`src/rtl/mlk_pkg.sv`:
```
package mlk_pkg;
  localparam int MAX_AGENTS = 8;

  typedef enum logic [1:0] {RD_NONE, RD_ARB, RD_ACC} readSel_t;

  typedef struct packed {
    logic [MAX_AGENTS-1:0] setMask;
    logic [MAX_AGENTS-1:0] clrMask;
    logic                  accWr;
    logic [1:0]            accData;
    logic                  extWr;
    readSel_t              readSel;
  } ctrlStrobes_t;
endpackage

```
`src/rtl/mlk_ctrl.sv`:
```
module mlk_ctrl
  import mlk_pkg::*;
#(
  parameter int AGENTS   = 4,
  parameter int ADDR_W   = 4,
  parameter int ARB_ADDR = 0,
  parameter int ACC_ADDR = 1
) (
  input  logic              clk,
  input  logic              rstN,
  input  logic              busWrite,
  input  logic [ADDR_W-1:0] busAddr,
  input  logic [31:0]       busWdata,
  input  logic              accEn,
  output ctrlStrobes_t      strb
);
  localparam logic [ADDR_W-1:0] ArbA = ADDR_W'(ARB_ADDR);
  localparam logic [ADDR_W-1:0] AccA = ADDR_W'(ACC_ADDR);

  logic isArb, isAcc;
  logic unusedWdata;

  assign isArb = (busAddr == ArbA);
  assign isAcc = (busAddr == AccA);
  assign unusedWdata = ^busWdata[31:2*AGENTS];

  always_comb begin
    strb = '0;
    if (busWrite && isArb) begin
      strb.setMask[AGENTS-1:0] = busWdata[0 +: AGENTS];
      strb.clrMask[AGENTS-1:0] = busWdata[AGENTS +: AGENTS];
    end
    strb.accWr   = busWrite && isAcc;
    strb.accData = busWdata[1:0];
    strb.extWr   = busWrite && !isArb && !isAcc && accEn;
    strb.readSel = isArb ? RD_ARB : (isAcc ? RD_ACC : RD_NONE);
  end

  // the gated strobe never fires while access is disabled
  a_r9_gate_needs_enable: assert property (@(posedge clk) disable iff (!rstN)
    strb.extWr |-> accEn);
  // the arbitration and access words never raise the gated strobe
  a_r9_local_not_gated: assert property (@(posedge clk) disable iff (!rstN)
    (isArb || isAcc) |-> !strb.extWr);
endmodule

```
`src/rtl/mlk_datapath.sv`:
```
module mlk_datapath
  import mlk_pkg::*;
#(
  parameter int AGENTS = 4
) (
  input  logic              clk,
  input  logic              rstN,
  input  ctrlStrobes_t      strb,
  input  logic              globalWrEn,
  output logic [31:0]       rdata,
  output logic [AGENTS-1:0] grant,
  output logic              accEn,
  output logic              wrPermit
);
  localparam int GRANT_LSB = 2 * AGENTS;
  localparam int REQ_LSB   = 3 * AGENTS;

  logic [AGENTS-1:0] reqQ, reqD, grantQ, grantD, pick;
  logic [AGENTS-1:0] setM, clrM;
  logic [1:0]        accQ;
  logic              unusedHi;

  assign setM = strb.setMask[AGENTS-1:0];
  assign clrM = strb.clrMask[AGENTS-1:0];
  assign unusedHi = ^{strb.setMask[MAX_AGENTS-1:AGENTS], strb.clrMask[MAX_AGENTS-1:AGENTS]};

  // clear beats set for the same request
  assign reqD = (reqQ | setM) & ~clrM;

  // lowest index wins: scan high to low so the last hit is the winner
  always_comb begin
    pick = '0;
    for (int i = AGENTS - 1; i >= 0; i--) begin
      if (reqD[i]) begin
        pick    = '0;
        pick[i] = 1'b1;
      end
    end
  end

  // non-preemptive: keep the current owner while its request survives
  assign grantD = ((grantQ & reqD) != '0) ? grantQ : pick;

  always_ff @(posedge clk) begin
    if (!rstN) begin
      reqQ   <= '0;
      grantQ <= '0;
      accQ   <= '0;
    end else begin
      reqQ   <= reqD;
      grantQ <= grantD;
      if (strb.accWr) accQ <= strb.accData;
    end
  end

  always_comb begin
    rdata = '0;
    case (strb.readSel)
      RD_ARB: begin
        rdata[GRANT_LSB +: AGENTS] = grantQ;
        rdata[REQ_LSB +: AGENTS]   = reqQ;
      end
      RD_ACC:  rdata[1:0] = accQ;
      default: rdata = '0;
    endcase
  end

  assign grant    = grantQ;
  assign accEn    = accQ[0];
  assign wrPermit = globalWrEn | accQ[1];

  // never more than one owner
  a_r4_single_owner: assert property (@(posedge clk) disable iff (!rstN)
    $onehot0(grantQ));
  // the owner stays unless its own clear strobe arrives
  a_r6_no_preempt: assert property (@(posedge clk) disable iff (!rstN)
    ((grantQ != '0) && ((grantQ & clrM) == '0)) |=> (grantQ == $past(grantQ)));
  // pending work always has an owner
  a_r7_no_idle_lock: assert property (@(posedge clk) disable iff (!rstN)
    (reqQ != '0) |-> (grantQ != '0));
  // an owner always has a live request
  a_r7_owner_requests: assert property (@(posedge clk) disable iff (!rstN)
    ((grantQ & ~reqQ) == '0));
  // a clear strobe always leaves its request low
  a_r8_clear_wins: assert property (@(posedge clk) disable iff (!rstN)
    (clrM != '0) |=> ((reqQ & $past(clrM)) == '0));
endmodule

```
`src/rtl/mem_lock_arb.sv`:
```
module mem_lock_arb
  import mlk_pkg::*;
#(
  parameter int AGENTS   = 4,
  parameter int ADDR_W   = 4,
  parameter int ARB_ADDR = 0,
  parameter int ACC_ADDR = 1
) (
  input  logic              clk,
  input  logic              rstN,
  input  logic              busWrite,
  input  logic [ADDR_W-1:0] busAddr,
  input  logic [31:0]       busWdata,
  output logic [31:0]       busRdata,
  input  logic              globalWrEn,
  output logic [AGENTS-1:0] grantOneHot,
  output logic              writePermit,
  output logic              extRegWrite
);
  ctrlStrobes_t strb;
  logic         accEn;

  mlk_ctrl #(
    .AGENTS(AGENTS), .ADDR_W(ADDR_W), .ARB_ADDR(ARB_ADDR), .ACC_ADDR(ACC_ADDR)
  ) uCtrl (
    .clk(clk), .rstN(rstN), .busWrite(busWrite), .busAddr(busAddr),
    .busWdata(busWdata), .accEn(accEn), .strb(strb)
  );

  mlk_datapath #(.AGENTS(AGENTS)) uData (
    .clk(clk), .rstN(rstN), .strb(strb), .globalWrEn(globalWrEn),
    .rdata(busRdata), .grant(grantOneHot), .accEn(accEn), .wrPermit(writePermit)
  );

  assign extRegWrite = strb.extWr;
endmodule

```
`config.mk`:
```
export PLATFORM = sky130hd
export DESIGN_NAME = mem_lock_arb
export DESIGN_NICKNAME = d
export VERILOG_FILES = /design/src/rtl/mlk_pkg.sv /design/src/rtl/mlk_ctrl.sv /design/src/rtl/mlk_datapath.sv /design/src/rtl/mem_lock_arb.sv
export SDC_FILE = /design/constraint.sdc
export NUM_CORES = 1
export LEC_CHECK = 0
export BUFFER_PORTS_ARGS = -buffer_cell sky130_fd_sc_hd__buf_4
export CELL_PAD_IN_SITES_DETAIL_PLACEMENT = 0
export CELL_PAD_IN_SITES_GLOBAL_PLACEMENT = 1
export CORE_ASPECT_RATIO = 0.9
export CORE_MARGIN = 2
export CORE_UTILIZATION = 22
export DETAILED_ROUTE_END_ITERATION = 10
export GPL_ROUTABILITY_DRIVEN = 0
export GPL_TIMING_DRIVEN = 0
export PLACE_DENSITY_LB_ADDON = 0.1
export RECOVER_POWER = 25
export SKIP_LAST_GASP = 1
export SYNTH_ARGS = -nofsm -noshare
export SYNTH_HDL_FRONTEND = slang
export SYNTH_SLANG_ARGS = --single-unit
```
`constraint.sdc`:
```
create_clock -name clk -period 2.1 [get_ports clk]
set_input_delay 0.42 -clock clk [delete_from_list [all_inputs] [get_ports clk]]
set_output_delay 0.42 -clock clk [all_outputs]
set_load 0.005 [all_outputs]
```
**After elaboration in Yosys (flattened, before gate mapping)**

Index checks and enable logic that the tools add are counted.
W data, S select, Z words.

- Memory bits (read-only): 0
- Register bits: 10
- Latch bits: 0
- Bits in writable memories: 0
- Output and inout bits: 38
- Bits of input ports: 40
- Logic and storage cells: 30
- Memories kept: 0

- Multipliers: 0
- Equality and inequality tests: 3
- Mux-type cells: 10
- Reduce and logical (&&, ||, !) cells: 9
- Order comparisons: 0
- Bitwise logic cells: 5
- Shift operators: 0
- $add $sub $neg: 0
- Div/mod/pow operators: 0

Operator list:

| cell | count |
|---|---|
| $mux W4 | 6 |
| $and A4 B4 Y4 | 2 |
| $mux W8 | 1 |
| $mux W2 | 3 |
| $logic_and A1 B1 Y1 | 5 |
| $eq A4 B1 Y1 const B | 1 |
| $logic_not A4 Y1 | 1 |
| $not A4 Y4 | 1 |
| $or A4 B4 Y4 | 1 |
| $reduce_bool A4 Y1 | 1 |
| $eq A2 B1 Y1 const B | 1 |
| $eq A2 B2 Y1 const B | 1 |
| $logic_not A1 Y1 | 2 |
| $or A1 B1 Y1 | 1 |

**Logic depth before layout (Yosys ltp)**

Gate-level depths: netlist (run 1).

- Depth in word-level cells: 9
- Depth in mapped cells: 6

**Modules after synthesis**

A second synthesis (run 1) with hierarchy kept.

- Cells, all modules: 104
- Area, all modules: 943.4 um^2

Modules (own cells, without submodules):

| module | times used | cells each | area an instance (um^2) |
|---|---|---|---|
| mlk_datapath | 1 | 76 | 695.7 |
| mlk_ctrl | 1 | 28 | 247.7 |

**Worst setup path after synthesis (run 1)**

No wires, ideal clock.

- Path kind: input to register
- Start: in busAddr[0]
- End: reg uData.grantQ[2], in the netlist uData.grant[2]
- Stages on the path: 6
- Setup time: 0.070 ns
- Setup slack: 0.302 ns
- Arrival time: 1.728 ns
- Cell sequence: buf_2 nor2b_2 and3_1 o32ai_2 or4b_1 a21oi_1

- Word-level cells in the longest chain between the ends: 8
- Elaborated cells on any way between the ends: 12
- Those cells by class: mux: 5; bitwise: 4; reduce/logical: 3

Ends and longest elaborated chain:

| item | line | source |
|---|---|---|
| from (decl) | mem_lock_arb.sv:12 | `input logic [ADDR_W-1:0] busAddr,` |
| $logic_not A4 Y1 * | mlk_ctrl.sv:23 | `assign isArb = (busAddr == ArbA);` |
| $logic_and A1 B1 Y1 * | mlk_ctrl.sv:29 | `if (busWrite && isArb) begin` |
| $mux W4 | mlk_ctrl.sv:29 |  |
| $or A4 B4 Y4 or $not A4 Y4 (tied branches) | mlk_datapath.sv:28 | `assign reqD = (reqQ \| setM) & ~clrM;` |
| $and A4 B4 Y4 * | mlk_datapath.sv:28 |  |
| $mux W4 (3 in series) | mlk_datapath.sv:34 | `if (reqD[i]) begin` |
| to (signal assigned) | mlk_datapath.sv:51 | `grantQ <= grantD;` |
| to (decl) | mlk_datapath.sv:18 | `logic [AGENTS-1:0] reqQ, reqD, grantQ, grantD, pick;` |

Every way passes the cells marked *; elsewhere a longest branch is shown, timed or not.
A chain may end at the register's enable or synchronous reset.

**Worst setup path after layout (run 1)**

- Start: in busAddr[1]
- End: out busRdata[11]

- Word-level cells in the longest chain between the ends: 5
- Elaborated cells on any way between the ends: 6
- Those cells by class: eq/ne: 2; mux: 3; reduce/logical: 1

Ends and longest elaborated chain:

| item | line | source |
|---|---|---|
| $eq A4 B1 Y1 | mlk_ctrl.sv:24 | `assign isAcc = (busAddr == AccA);` |
| $mux W2 | mlk_ctrl.sv:36 | `strb.readSel = isArb ? RD_ARB : (isAcc ? RD_ACC : RD_NONE);` |
| $mux W2 * | mlk_ctrl.sv:36 |  |
| $eq A2 B1 Y1 * | mlk_datapath.sv:58 | `case (strb.readSel)` |
| $mux W8 * | mlk_datapath.sv:58 |  |
| to (decl) | mem_lock_arb.sv:14 | `output logic [31:0] busRdata,` |

Marked as above.

==> metrics.cfg, run 1 <==
[outcome]
status = finished clean

[detailed_routing]
wl_per_cell_um = 11.2
drt-met1-wl_um = 918
wl_met3_um = 230
top_layer = met4
drt_iter0_markers = 10
drc = 0
routed-via-count = 758
postRouteAntennaNets = 0
wl_met2_um = 982
drt_first_pass_iters = 4
routed_via_density = 3.97
wirelength_um = 2140

[sta]
finalCritPeriodShare_pct = 91.7
worstMarginPinSlew_ns = 0.547
whs_ns = 0.402
fmax_mhz = 519
finalClockSkew_ns = 0.00567
slew_violations = 0
slew_headroom_pct = 63.5
timing.final.hold_violations = 0
setup_viol = 0
rsz0062_at_grt = false
period_minus_slack_ns = 1.93

[synth]
ys_warn_count = 0
yosysUniqueCellTypes = 29
avgSynthCellArea_um2 = 8.31
synth_cells = 92
synth_edf_count = 0
ys_top_cells_by_count = 22 x buf_4, 10 x dfxtp_1, 8 x and2_1, 6 x nor2_1, 5 x nor3_1
ys_ff_latch = 10
yosysMostFrequentCell = buf_4
synthArstFlopShare_pct = 0
syn_area_um2 = 764
ys.flop_type = dfxtp_1
ys_top_cells_by_area = dfxtp_1 26%, buf_4 22%, and2_1 6.5%, a31oi_1 3.3%, and3_1 3.3%
yosysSeqAreaShare_pct = 26.2
yosys.area.top_type = dfxtp_1
yosysTopAreaCellShare_pct = 26.2

[run]
max_cap_violations = 0

[global_routing]
grt_pass1_wl_um = 3420
grt_antenna_before_repair = 0
gr-usage-all-layers_pct = 11.4
grt_max_degree = 11
grt_overflow = 0
grt_pass1_vias = 793

[die]
ioPinCount = 78
die_area_um2 = 3960
die_h_um = 59.9
fp.coreArea_um2 = 3350
die_x_um = 66.1
fp-row-count = 20
start_util_pct = 22.8

[clocking]
postCtsSetupBuffers = 0
cts_tree = built
hold_buffers = 0
numCtsBuffers = 3
htreeDepth = 1
cts.clk_slew.worst_paths_ns = 0.05
ctsResizeCount = 0
clock-sinks = 10
cts-root-buf = clkbuf_8
clock_latency_ns = 0.24
cts_buffer_depth = 2

[critical_path]
required_ns = 1.68
startpoint_type = input pin
endpoint_kind = primary output
crit_type = in2out
worstReg2RegStart = uData.reqQ[2]
worstSetupStartpoint = busAddr[1]
worstPathArrival_ns = 1.51
cp_max_fo = 6

[cells_and_area]
finalNonFillerCells = 191
area_growth_pct = 55.0
final_cell_area_um2 = 1180
drive_gt1_share_pct = 44.9
antenna_cells = 0
final_nets = 188

[place]
dpl.hpwl_um = 1720
dpl_cell_area_um2 = 1120
portBuffers = 30
dpl.cell_count = 187

[power_and_ir_drop]
leakagePower_uw = 0.000594
power_density_nw_per_um2 = 456
ir_drop_v = 0.000290

[worst_hold_path]
min_from = busWdata[7]
hp-class = in2reg

==> per-layer routing <==
layer,up-vias,global-route usage [%]
met5,-,0
met4,0,1.46
met3,2,6.03
met2,35,19.3
met1,331,13.1
li1,390,-
==> worst paths after layout <==
path              slack (ns)        endpoint  cells after the start
setup / recovery        0.17    busRdata[11]                      5
hold / removal          0.40   uData.reqQ[3]                      2
setup reg to reg        0.56  uData.grant[2]                      4
hold reg to reg         0.49  uData.grant[2]                      2
==> cells by family (layout without fill, tap and decap cells) <==
kind of cell | Yosys count | after routing | share of synthesized area (%)
flip-flops | 10 | 10 | 26.2
multiplexers | 2 | 2 | 2.62
buffers and inverters | 26 | 60 | 23.7
AO/OA/AOI/OAI | 19 | 19 | 18.0
other | 1 | 22 | 0.491
AND/OR/NAND/NOR | 34 | 34 | 29.0
==> layout by cell type, fill, tap and decap left out, types with 2 or more instances in the layout <==
cell and n:
buf_4 47, conb_1 22, dfxtp_1 10, and2_1 8, nor3_1 5, nor2_1 5, and3_1 4, a31oi_1 4
o21ai_0 4, clkbuf_8 4, clkbuf_4 4, inv_1 3, a21oi_1 3, mux2i_1 2, nand3b_1 2, o32ai_2 2
or4b_1 2, o21a_1 2
==> worst max-delay path, cell delays in order <==
cell and delay, ns:
clkbuf_1 0.11, or3_4 0.44, nor2_2 0.25, and2_1 0.18
buf_4 0.11
==> registers in the layout, summed over array words and instances (netlist names) <==
signal and count:
uData.grant 4, uData.reqQ 4, uData.accQ 2
==> through the flow <==
step	util, %	TNS, ns	setup WS (ns)	power [uW]
5_1_grt	35.3	0	0.102	563
2_1_floorplan	-	0	0.302	258
3_5_place_dp	33.5	-0.542	-0.150	294
4_1_cts	35.1	0	0.0516	544
3_3_place_gp	33.5	-0.378	-0.113	294
6_report	35.3	0	0.173	540
==> power breakdown <==
group / internal, uW / switching (uW)
Combinational: 54.7 / 42.8
Sequential: 192 / 1.56
Clock: 165 / 83.2
Total: 413 / 128
==> final cells by class <==
type                       count  area [um2]
buffer                        23         170
clock buffer                   4        55.1
fill                         389        2170
inverter                       3        11.3
multi-input combinational     77         472
sequential                    10         200
tap                           44        55.1
timing repair buffer          30         221
(Power assumes the default switching activity.)
==> run 2, diff against run 1 <==
- CORE_MARGIN: 2 -> not set
==> metrics.cfg, run 2 (synthesis results as in run 1) <==
[outcome]
status = finished clean

[clocking]
cts-root-buf = clkbuf_8
cts_tree = built
numCtsBuffers = 3
clock-sinks = 10
cts.clk_slew.worst_paths_ns = 0.05
hold_buffers = 0
ctsResizeCount = 0
clock_latency_ns = 0.24
htreeDepth = 1
postCtsSetupBuffers = 0
cts_buffer_depth = 2

[die]
start_util_pct = 24.0
die_x_um = 64.1
die_area_um2 = 3720
ioPinCount = 78
fp-row-count = 19
fp.coreArea_um2 = 3190
die_h_um = 57.9

[global_routing]
grt_pass1_wl_um = 3060
grt_pass1_vias = 665
gr-usage-all-layers_pct = 10.8
grt_max_degree = 11
grt_overflow = 0
grt_antenna_before_repair = 0

[power_and_ir_drop]
power_switching_uw = 122
ir_drop_v = 0.000188
swShare_pct = 22.8
leakagePower_uw = 0.000598
pwr-share-comb_pct = 18.2
p_int_uw = 413
clockPowerShare_pct = 45.5
power_density_nw_per_um2 = 452
seqPwrFrac_pct = 36.3

[cells_and_area]
final_cell_area_um2 = 1180
final_common_cell = buf_4
antenna_cells = 0
area_growth_pct = 54.8
finalNonFillerCells = 189
final_cell_mix = 48 x buf_4, 22 x conb_1, 10 x dfxtp_1
final_nets = 188
multi_input_area_um2 = 469
ff_latch_area_um2 = 200
post-route-util_pct = 37.2
num-fill-cells = 351
drive_gt1_share_pct = 44.9

[critical_path]
cp_cell_sequence = buf_4 > or3_4 > nor2_1 > and2_1 > buf_4
r2r-end = uData.grant[2]
cp_num_buf_inv = 2
slowest_delay_ns = 0.43
critPathSlowestCell = or3_4
required_ns = 1.68
startpoint_type = input pin
endpoint_kind = primary output
ff2ff_path_depth = 4
worstReg2RegStart = uData.reqQ[2]
crit_end = busRdata[12]
cp_max_fo = 6
crit_type = in2out
worst-path-stages = 5
worstSetupStartpoint = busAddr[1]
worstPathArrival_ns = 1.60
cp_top_family = simple AND/OR/NAND/NOR gates
ff2ff_setup_slack_ns = 0.56
cp_common_cell = buf_4

[place]
post-place-ws_ns = -0.106
dpl.hpwl_um = 1570
dpl_cell_area_um2 = 1120
portBuffers = 30
dpl.cell_count = 185

[sta]
finalClockSkew_ns = 0.00586
whs_ns = 0.395
setup_viol = 0
finalCritPeriodShare_pct = 96.0
rsz0062_at_grt = false
timing.final.hold_violations = 0
timing.final.ws_setup_ns = 0.0837
period_minus_slack_ns = 2.02
fmax_mhz = 496
slew_violations = 0

[detailed_routing]
routed-via-count = 762
drt_first_pass_iters = 4
wirelength_um = 1970
routed_via_density = 4.03
drc = 0
wl_per_cell_um = 10.4
postRouteAntennaNets = 0
drt_iter0_markers = 7

[worst_hold_path]
hp-class = in2reg

[run]
max_cap_violations = 0

==> run 2: changes by cell type in the layout (fill, tap and decap cells not counted) <==
cell,before,now
nor2_2,1,0
clkbuf_1,1,0
nor2_1,5,6
buf_4,47,48
==> run 2: power by group through the flow <==
stage	Combinational (uW)	Sequential, uW	Clock (uW)
after floorplan	60.1	198	0
after global placement	95.8	198	0
after detailed placement	95.7	198	0
after CTS	96.0	194	252
after global routing	107	194	262
final	97.5	194	243
==> run 2: stage by stage <==
step           TNS (ns)  power, uW
2_1_floorplan         0        258
3_3_place_gp     -0.228        294
3_5_place_dp     -0.335        294
4_1_cts               0        542
5_1_grt               0        564
6_report              0        535
==> run 2: how the worst min path moves through the flow <==
stage | start | end | cells past startpoint
5_1_grt | busWdata[7] | uData.reqQ[3] | 2
4_1_cts | busWdata[7] | uData.reqQ[3] | 2
3_3_place_gp | uData.grant[2] | uData.grant[2] | 2
3_5_place_dp | uData.grant[2] | uData.grant[2] | 2
2_1_floorplan | uData.accQ[0] | uData.accQ[0] | 2
6_report | busWdata[7] | uData.reqQ[3] | 2
==> run 2: area by class of cell <==
class                      count  area share, %
multi-input combinational     77           39.6
sequential                    10           16.9
timing repair buffer          30           19.0
clock buffer                   4           4.65
buffer                        23           14.4
inverter                       3          0.951
tap                           42           4.44
==> run 2: metal layers <==
layer,part of all wire [%],track usage (%),vias to the layer above
met2,42,17.0,38
met3,11,4.92,2
met4,0.35,1.90,0
li1,-,-,392
met1,47,13.8,330
met5,0,0,-
